## src/rtl/vrf_pkg.sv

```systemverilog
package vrf_pkg;
    localparam int unsigned VRF_NSLOT   = 10;  // PCM slots 3..12
    localparam int unsigned VRF_DW      = 20;  // slot width in bits
    localparam int unsigned VRF_DEPTH   = 4;   // samples per slot FIFO
    localparam int unsigned VRF_REQ_MSB = 11;  // request bit of the first PCM slot

    // Index of the slot-1 word bit that carries the request for slot index i.
    function automatic int unsigned vrf_req_bit(input int unsigned msb, input int unsigned i);
        return msb - i;
    endfunction
endpackage

```

## src/rtl/vrf_slot_fifo.sv

```systemverilog
module vrf_slot_fifo #(
    parameter int unsigned DW    = 20,
    parameter int unsigned DEPTH = 4
) (
    input  logic          clk,
    input  logic          rst_n,
    input  logic          push,
    input  logic [DW-1:0] push_data,
    input  logic          pop,
    output logic [DW-1:0] head,
    output logic          empty,
    output logic          full
);
    localparam int unsigned AW = (DEPTH > 1) ? $clog2(DEPTH) : 1;
    localparam int unsigned CW = $clog2(DEPTH + 1);
    localparam logic [AW-1:0] LAST = AW'(DEPTH - 1);

    typedef struct packed {
        logic [AW-1:0] wr;
        logic [AW-1:0] rd;
        logic [CW-1:0] cnt;
    } ptr_t;

    ptr_t          s_q, s_d;
    logic [DW-1:0] mem [DEPTH];
    logic          do_push, do_pop;

    assign empty   = (s_q.cnt == '0);
    assign full    = (s_q.cnt == CW'(DEPTH));
    assign head    = mem[s_q.rd];
    assign do_push = push && !full;
    assign do_pop  = pop && !empty;

    always_comb begin
        s_d = s_q;
        if (do_push) s_d.wr = (s_q.wr == LAST) ? '0 : s_q.wr + 1'b1;
        if (do_pop)  s_d.rd = (s_q.rd == LAST) ? '0 : s_q.rd + 1'b1;
        case ({do_push, do_pop})
            2'b10:   s_d.cnt = s_q.cnt + 1'b1;
            2'b01:   s_d.cnt = s_q.cnt - 1'b1;
            default: s_d.cnt = s_q.cnt;
        endcase
    end

    always_ff @(posedge clk) begin
        if (!rst_n) s_q <= '0;
        else        s_q <= s_d;
    end

    always_ff @(posedge clk) begin
        if (do_push) mem[s_q.wr] <= push_data;
    end
endmodule

```

## src/rtl/vrf_req_capture.sv

```systemverilog
module vrf_req_capture
    import vrf_pkg::*;
#(
    parameter int unsigned NSLOT   = 10,
    parameter int unsigned DW      = 20,
    parameter int unsigned REQ_MSB = 11
) (
    input  logic             clk,
    input  logic             rst_n,
    input  logic             vra_en,
    input  logic [DW-1:0]    slot1_word,
    input  logic             slot1_vld,
    input  logic             frame_sync,
    output logic [NSLOT-1:0] req
);
    typedef struct packed {
        logic [NSLOT-1:0] pend;
    } req_st_t;

    req_st_t          r_q, r_d;
    logic [NSLOT-1:0] decoded;

    // Active-low request bits, first PCM slot at the most significant position.
    always_comb begin
        for (int unsigned i = 0; i < NSLOT; i++)
            decoded[i] = ~slot1_word[vrf_req_bit(REQ_MSB, i)];
    end

    always_comb begin
        r_d = r_q;
        if (frame_sync) r_d.pend = '0;           // consumed by this frame
        if (slot1_vld)  r_d.pend = decoded;      // newer requests go to the next frame
        if (!vra_en)    r_d.pend = '0;
    end

    always_ff @(posedge clk) begin
        if (!rst_n) r_q <= '0;
        else        r_q <= r_d;
    end

    assign req = r_q.pend;
endmodule

```

## src/rtl/vrf_grant.sv

```systemverilog
module vrf_grant #(
    parameter int unsigned NSLOT = 10
) (
    input  logic             vra_en,
    input  logic             frame_sync,
    input  logic [NSLOT-1:0] req,
    input  logic [NSLOT-1:0] slot_map,
    input  logic [NSLOT-1:0] empty,
    output logic [NSLOT-1:0] fill,
    output logic [NSLOT-1:0] starve
);
    logic [NSLOT-1:0] want;

    always_comb begin
        want   = vra_en ? (req & slot_map) : slot_map;
        fill   = frame_sync ? (want & ~empty) : '0;
        starve = frame_sync ? (want & empty)  : '0;
    end
endmodule

```

## src/rtl/vrf_slot_filler.sv

```systemverilog
module vrf_slot_filler
    import vrf_pkg::*;
#(
    parameter int unsigned NUM_SLOTS  = VRF_NSLOT,
    parameter int unsigned DATA_W     = VRF_DW,
    parameter int unsigned FIFO_DEPTH = VRF_DEPTH,
    parameter int unsigned REQ_MSB    = VRF_REQ_MSB
) (
    input  logic                        clk,
    input  logic                        rst_n,
    input  logic                        vra_en,
    input  logic [NUM_SLOTS-1:0]        slot_map,
    input  logic [DATA_W-1:0]           rx_slot1,
    input  logic                        rx_slot1_vld,
    input  logic                        frame_sync,
    input  logic [NUM_SLOTS-1:0]        push_vld,
    input  logic [NUM_SLOTS*DATA_W-1:0] push_data,
    output logic [NUM_SLOTS-1:0]        fifo_full,
    output logic [NUM_SLOTS-1:0]        tag_vld,
    output logic [NUM_SLOTS*DATA_W-1:0] slot_data,
    output logic                        underrun
);
    localparam int unsigned BUSW = NUM_SLOTS * DATA_W;

    typedef struct packed {
        logic [NUM_SLOTS-1:0] tag;
        logic [BUSW-1:0]      data;
        logic                 ur;
    } frame_st_t;

    frame_st_t            f_q, f_d;
    logic [NUM_SLOTS-1:0] req, fill, starve, empty;
    logic [BUSW-1:0]      heads;

    vrf_req_capture #(
        .NSLOT(NUM_SLOTS), .DW(DATA_W), .REQ_MSB(REQ_MSB)
    ) u_req (
        .clk(clk), .rst_n(rst_n), .vra_en(vra_en),
        .slot1_word(rx_slot1), .slot1_vld(rx_slot1_vld),
        .frame_sync(frame_sync), .req(req)
    );

    vrf_grant #(.NSLOT(NUM_SLOTS)) u_grant (
        .vra_en(vra_en), .frame_sync(frame_sync), .req(req),
        .slot_map(slot_map), .empty(empty), .fill(fill), .starve(starve)
    );

    for (genvar g = 0; g < NUM_SLOTS; g++) begin : g_fifo
        vrf_slot_fifo #(.DW(DATA_W), .DEPTH(FIFO_DEPTH)) u_fifo (
            .clk(clk), .rst_n(rst_n),
            .push(push_vld[g]), .push_data(push_data[g*DATA_W +: DATA_W]),
            .pop(fill[g]), .head(heads[g*DATA_W +: DATA_W]),
            .empty(empty[g]), .full(fifo_full[g])
        );
    end

    always_comb begin
        f_d = f_q;
        if (frame_sync) begin
            f_d.tag = fill;
            for (int unsigned i = 0; i < NUM_SLOTS; i++)
                f_d.data[i*DATA_W +: DATA_W] = fill[i] ? heads[i*DATA_W +: DATA_W] : '0;
        end
        f_d.ur = f_q.ur | (|starve);
    end

    always_ff @(posedge clk) begin
        if (!rst_n) f_q <= '0;
        else        f_q <= f_d;
    end

    assign tag_vld   = f_q.tag;
    assign slot_data = f_q.data;
    assign underrun  = f_q.ur;
endmodule

```

## config.mk

```make
export PLATFORM = sky130hd
export DESIGN_NAME = vrf_slot_filler
export DESIGN_NICKNAME = d
export VERILOG_FILES = /design/src/rtl/vrf_pkg.sv /design/src/rtl/vrf_slot_fifo.sv /design/src/rtl/vrf_req_capture.sv /design/src/rtl/vrf_grant.sv /design/src/rtl/vrf_slot_filler.sv
export SDC_FILE = /design/constraint.sdc
export NUM_CORES = 1
export LEC_CHECK = 0
export CAP_MARGIN = 20
export CORE_MARGIN = 10
export CORE_UTILIZATION = 40
export CTS_BUF_LIST = sky130_fd_sc_hd__clkbuf_16
export DETAILED_ROUTE_END_ITERATION = 10
export DONT_BUFFER_PORTS = 1
export SETUP_SLACK_MARGIN = 0.05
export SYNTH_ARGS = -nofsm -noshare
export SYNTH_HDL_FRONTEND = slang
export SYNTH_SLANG_ARGS = --single-unit
export TNS_END_PERCENT = 30
```

## constraint.sdc

```tcl
create_clock -name clk -period 3.1 [get_ports clk]
set_input_delay 0 -clock clk [delete_from_list [all_inputs] [get_ports clk]]
set_output_delay 0 -clock clk [all_outputs]
set_load 0.05 [all_outputs]
```

# Word-level counts from Yosys, hierarchy flattened
# Memories as Yosys holds them, arrays and structs flattened. A register that Yosys moved wholly into a read port is not among the register bits.
# Cells that the tools add are included.
[totals]
reg_bits = 291
ramBits = 800
inputBits = 245
output_inout_bits = 221
elab_cells = 297
n_memories = 10
[mem_list]
columns = ["name", "words", "width", "rd", "rd_clocked_by_memory_dff", "wr", "line", "text"]
rows = [
  ["g_fifo[0].u_fifo.mem", 4, 20, 1, 1, 1, "vrf_slot_fifo.sv:25", "logic [DW-1:0] mem [DEPTH];"],
  ["g_fifo[1].u_fifo.mem", 4, 20, 1, 1, 1, "vrf_slot_fifo.sv:25", ""],
  ["g_fifo[2].u_fifo.mem", 4, 20, 1, 1, 1, "vrf_slot_fifo.sv:25", ""],
  ["g_fifo[3].u_fifo.mem", 4, 20, 1, 1, 1, "vrf_slot_fifo.sv:25", ""],
  ["g_fifo[4].u_fifo.mem", 4, 20, 1, 1, 1, "vrf_slot_fifo.sv:25", ""],
  ["g_fifo[5].u_fifo.mem", 4, 20, 1, 1, 1, "vrf_slot_fifo.sv:25", ""],
  ["+4 memories", "-", "-", "-", "-", "-", "-", ""],
]
[op_classes]
addsub = 40
eq_ne = 50
n_mux = 85
bitwise_logic = 15
reduce_logical = 63
[ops]
columns = ["cell", "n"]
rows = [
  ["20-bit two-way mux", 10],
  ["2-bit two-way mux", 40],
  ["2-bit equality test (second input constant)", 30],
  ["3-bit case mux with 2 select lines", 10],
  ["10-bit two-way mux", 5],
  ["2-bit by 1-bit adder with 2-bit output (second input constant)", 20],
  ["3-bit by 1-bit adder with 3-bit output (second input constant)", 10],
  ["10-bit AND", 3],
  ["3-bit equality test (second input constant)", 10],
  ["3-bit zero test", 10],
  ["3-bit by 1-bit subtractor with 3-bit output (second input constant)", 10],
  ["2-bit nonzero test", 11],
  ["2-bit by 1-bit equality test with 1-bit output (second input constant)", 10],
  ["1-bit logical AND", 20],
  ["1-bit zero test", 20],
  ["1-bit two-way mux", 20],
  ["1-bit inverter", 10],
  ["10-bit inverter", 1],
  ["10-bit OR reduction", 1],
  ["2-bit AND reduction", 1],
  ["1-bit bitwise OR", 1],
]

# Longest topological paths before layout
[depth]
depth_word = 7
mapped_depth = 11
mapped_depth_nobuf = 9

# By module
# From an unflattened synthesis, not the netlist that was laid out.
[hier_totals]
hier_cells = 2602
hier_area_um2 = 43257.7
[modules_own_cells]
columns = ["module", "n_inst", "cells_per_inst", "area_each_um2", "seq_area_each_um2"]
rows = [
  ["vrf_slot_fifo", 10, 160, 3438.3, 2582.5],
  ["vrf_slot_filler", 1, 924, 8156.6, 4224.1],
  ["vrf_req_capture", 1, 43, 419.2, 200.2],
  ["vrf_grant", 1, 35, 299.0, 0.0],
]

# Worst setup path after synthesis
# Ideal clock, no wire load.
[synth_path]
path_kind = "reg-to-reg"
start = "register g_fifo[9].u_fifo.s_q[0] in the netlist's numbering"
end = "register g_fifo[9].u_fifo.s_q[2] in the netlist's numbering"
setup_ps = 76
arrival_time_ps = 2169
required_time_ps = 3024
slack_ps = 856
path_stages_with_launch = 11
path_buffers = 1
period_less_slack_ps = 2244
path_cell_list = "dfxtp_1 > nor3_1 > nand4b_2 > buf_2 > inv_1 > ha_1 > inv_1 > fa_1 > xor2_1 > or3_1 > a21boi_0"
[synth_via]
elab_chain_cells = 7
word_cells_on_any_way = 15
classes_between = "2 x add/sub; 3 x eq/ne; 2 x mux; 2 x bitwise; 6 x reduce/logical"
[synth_rtl]
columns = ["item", "line", "text"]
rows = [
  ["start, declared", "vrf_slot_fifo.sv:24", "ptr_t s_q, s_d;"],
  ["start signal, assigned", "vrf_slot_fifo.sv:46", "if (!rst_n) s_q <= '0;"],
  ["start signal, assigned", "vrf_slot_fifo.sv:47", "else s_q <= s_d;"],
  ["3-bit zero test", "vrf_slot_fifo.sv:28", "assign empty = (s_q.cnt == '0);"],
  ["10-bit inverter", "vrf_grant.sv:16", "fill = frame_sync ? (want & ~empty) : '0;"],
  ["10-bit AND", "vrf_grant.sv:16", ""],
  ["10-bit two-way mux", "vrf_grant.sv:16", ""],
  ["1-bit logical AND", "vrf_slot_fifo.sv:32", "assign do_pop = pop && !empty;"],
  ["2-bit by 1-bit equality test with 1-bit output or 2-bit equality test (tied branches)", "vrf_slot_fifo.sv:38", "case ({do_push, do_pop})"],
  ["3-bit case mux with 2 select lines or 2-bit nonzero test (tied branches)", "-", ""],
]
# Parallel ways exist; a longest one is shown, timed or not.
# A chain may end at the register's enable or synchronous reset.

# Final worst setup path
[layout_path]
start = "register g_fifo[7].u_fifo.s_q[2] in the netlist's numbering"
end = "register g_fifo[7].u_fifo.s_q[1] in the netlist's numbering"
[layout_via]
elab_chain_cells = 7
word_cells_on_any_way = 13
classes_between = "3 x eq/ne; 2 x mux; 2 x bitwise; 6 x reduce/logical"
[layout_rtl]
columns = ["item", "line"]
rows = [
  ["start, declared", "vrf_slot_fifo.sv:24"],
  ["start signal, assigned", "vrf_slot_fifo.sv:46"],
  ["start signal, assigned", "vrf_slot_fifo.sv:47"],
  ["3-bit zero test", "vrf_slot_fifo.sv:28"],
  ["10-bit inverter", "vrf_grant.sv:16"],
  ["10-bit AND", "vrf_grant.sv:16"],
  ["10-bit two-way mux", "vrf_grant.sv:16"],
  ["1-bit logical AND", "vrf_slot_fifo.sv:32"],
  ["2-bit by 1-bit equality test with 1-bit output or 2-bit equality test (tied branches)", "vrf_slot_fifo.sv:38"],
  ["3-bit case mux with 2 select lines or 2-bit nonzero test (tied branches)", "-"],
]
# Parallel ways exist; a longest one is shown, timed or not.

==> run summary <==
WHS - -0.0878 ns
clock-pin transition on the worst setup and hold timing paths - 0.06 ns
num rows - 120
max frequency - 0.351 GHz
final setup fails - 0
HP Start - rst_n
flip-flop and latch area - 0.0302 mm²
setup ws final - 0.251 ns
placed wire-length estimate - 62,800 µm
PortBufs - 0
vias - 23,660
ys flop type - edfxtp_1
EDFF count, synth - 800
post-layout instance area - 0.0531 mm²
setup TNS - 0 ns
H-tree levels - 3
Slew headroom - 0.166
WHS Endpoint - g_fifo[5].u_fifo.s_q[2]$_SDFFE_PN0P_
RR Startpoint - g_fifo[7].u_fifo.s_q[2]$_SDFFE_PN0P_
Longest Clk Path Bufs - 3
Clock Latency Late Sink - 0.70 ns
multiplexer share of the synthesized area - 0.111
Synth Register Bits - 1,111
adder-cell share of the synthesized area - 0.0220
Post-Synth Simple-Gate Area - 0.0636
die area - 0.122 mm²
placed insts - 4,090
P_leak - 19.0 nW
Tcrit/Tclk final - 0.919
Synth Warn # - 0
DRC - 0
RD Place Congestion - 0.744
post-synthesis compound-gate area fraction - 0.0382
asr flop ratio synth - 0
main combinational cell family by area after synthesis - multiplexers
width of the die - 349 µm
CTS tree - built
drt initial violations - 1,410
grt ovf - 0
hold path cells - 2
CP startpoint - g_fifo[7].u_fifo.s_q[2]$_SDFFE_PN0P_
Slew Viols, Final - 0
cells after synthesis - 2,747
area growth from synthesis to layout - 23.0%
CORE AREA - 0.107 mm²
Slew @ Worst Pin - 1.25 ns
failing checks - hold timing
Post-DRT Antenna Nets - 0
Net Count, Synth - 3,062
Avg Cell Area, Syn - 15.7 µm²
Mapped Area - 0.0432 mm²
worst reg-to-reg setup slack - 0.25 ns
CP Data Required Time - 3.68 ns
CP Data Arrival Time - 3.43 ns
critical path type - reg -> reg
final hold violations - 37
critical path endpoint category - flop
GRT Total Usage - 0.162
area of the multi-input gates - 0.0104 mm²
drt pass-1 iters - 5
Via density - 4.96
# IOs - 466
crit path max fanout - 7
Final Util - 0.496
CTS Sinks - 1,111
pwr/cell area - 629 mW/mm²
Post-layout nets - 3,565
chip height - 349 µm
Tightest Hold Check Type - in -> reg
Initial Utilization - 0.403
fin crit period - 2.85 ns
fill count - 8,860
xor and xnor area share after synthesis - 0.00406
number of global-route vias before repair - 25,769
Post-Route WL - 99,800 µm
status - complete, but fails checks
clk root buf - clkbuf_16
WL per Instance - 20.9 µm
reg2reg end - g_fifo[7].u_fifo.s_q[1]$_SDFFE_PN0P_
R2R cell count - 9
number of buffers created by CTS - 114
startpoint types - flop
Setup Skew - 0.0171 ns
antenna violations before repair - 32
max-cap violation count - 0
post-synthesis sequential area ratio - 0.700
placed inst area - 0.0448 mm²
layout cells sized above 1 - 0.141
first-pass GRT wire length - 153,000 µm
Unique masters post-synth - 34
largest net degree at the start of global routing - 283
RSZ-0062 raised after global routing - false
pre-CTS WS - 0.465 ns
non-filler instance count after layout - 4,771
VDD IR max - 0.000491 V
-- cell type report --
type | count | area share
inverter | 480 | 0.0339
clock buffer | 116 | 0.0546
multi-input combinational | 1016 | 0.195
clock inverter | 99 | 0.0169
tap | 1403 | 0.0330
antenna | 19 | 0.000895
timing repair buffer | 527 | 0.0962
sequential | 1111 | 0.569
-- cells in the mapped netlist, types with 11 or more instances --
library cell,number,area [µm²]
o22ai_1,200,1250
and2_1,260,1630
buf_2,61,305
inv_1,480,1800
buf_4,11,82.6
clkbuf_1,45,169
nor2b_1,40,250
dfxtp_1,311,6230
a21boi_1,11,82.6
mux2i_1,30,300
o21ai_0,20,100
nand2_1,21,78.8
mux4_2,200,4500
a21boi_0,19,143
nand2b_1,20,125
or3_1,20,125
nand3_1,11,55.1
nor3b_1,20,150
edfxtp_1,800,24000
buf_6,22,248
nor2_1,20,75.1
ha_1,60,751
-- repair_timing --
item	in CTS	in global routing
hold buffers	447	0
hold endpoints to repair	1111	0
resized for setup	0	0
setup buffers	0	0
-- flip-flops by register name, indices dropped and copies added (netlist names), named ones only --
| name | cells |
|---|---|
| tag_vld | 10 |
| g_fifo.u_fifo.mem | 800 |
| underrun | 1 |
| u_req.req | 10 |
| g_fifo.u_fifo.s_q | 70 |
| slot_data | 200 |
-- placed cells by master (no fill, tap or decap), types with 14 or more instances in the layout --
| cell | n |
|---|---|
| dlygate4sd3_1 | 445 |
| mux2i_1 | 30 |
| mux4_2 | 200 |
| clkinv_2 | 23 |
| edfxtp_1 | 800 |
| nor2_1 | 20 |
| nand2b_1 | 20 |
| dfxtp_1 | 311 |
| diode_2 | 19 |
| o21ai_0 | 20 |
| nand2_1 | 21 |
| inv_1 | 497 |
| buf_4 | 80 |
| clkinv_1 | 27 |
| clkbuf_16 | 116 |
| and2_1 | 260 |
| nor2b_1 | 40 |
| o22ai_1 | 200 |
| a21boi_0 | 19 |
| ha_1 | 60 |
| bufinv_16 | 14 |
| or3_1 | 20 |
-- routing by layer --
| metal | up-vias | track usage | wire length [µm] |
|---|---|---|---|
| met4 | 24 | 0.0520 | 2490 |
| met3 | 162 | 0.0503 | 7420 |
| met2 | 590 | 0.282 | 50400 |
| met5 | - | 0 | 148 |
| met1 | 12011 | 0.190 | 39300 |
| li1 | 10873 | - | - |
-- report_power, final --
part,switching (mW),internal [mW],leakage (nW),total (mW)
sequential,0.512,16.6,9.86,17.1
clock,5.75,7.99,1.93,13.7
combinational,1.32,1.23,7.24,2.55
-- how the worst max path moves through the flow --
| stage | end | slack, ns |
|---|---|---|
| 5_1_grt | g_fifo[7].u_fifo.s_q[1]$_SDFFE_PN0P_ | 0.09 |
| 3_3_place_gp | g_fifo[1].u_fifo.s_q[2]$_SDFFE_PN0P_ | 0.60 |
| 3_5_place_dp | g_fifo[1].u_fifo.s_q[2]$_SDFFE_PN0P_ | 0.47 |
| 2_1_floorplan | g_fifo[9].u_fifo.s_q[2]$_SDFFE_PN0P_ | 0.86 |
| 6_report | g_fifo[7].u_fifo.s_q[1]$_SDFFE_PN0P_ | 0.25 |
| 4_1_cts | g_fifo[7].u_fifo.s_q[1]$_SDFFE_PN0P_ | 0.26 |
-- cells by family (layout without fill, tap and decap cells) --
group           count (synthesis)  after routing
xor+xnor                       20             20
simple gates                  433            433
compound gates                263            263
mux                           230            230
buf+inv                       620           1222
fa+ha+maj                      70             70
flops                        1111           1111
other cells                     0             19
-- metrics by stage --
| step | power [mW] | hold slack, ns |
|---|---|---|
| after floorplan | 18.9 | 0.0989 |
| after global placement | 19.2 | 0.0991 |
| after detailed placement | 19.4 | 0.0991 |
| after CTS | 33.8 | 0.000326 |
| after global routing | 34.7 | 0.00131 |
| final | 33.4 | -0.0878 |
-- worst max-delay path, cell delays in order, from the launching register on --
cell and delay (ns):
dfxtp_1 0.33, nor3b_2 0.17, nor2b_1 0.38, inv_1 0.09, ha_1 0.34, dlygate4sd3_1 0.59
nand2_1 0.06, o21ai_0 0.07, dlygate4sd3_1 0.56, and2_1 0.15
(Power assumes the default switching activity.)
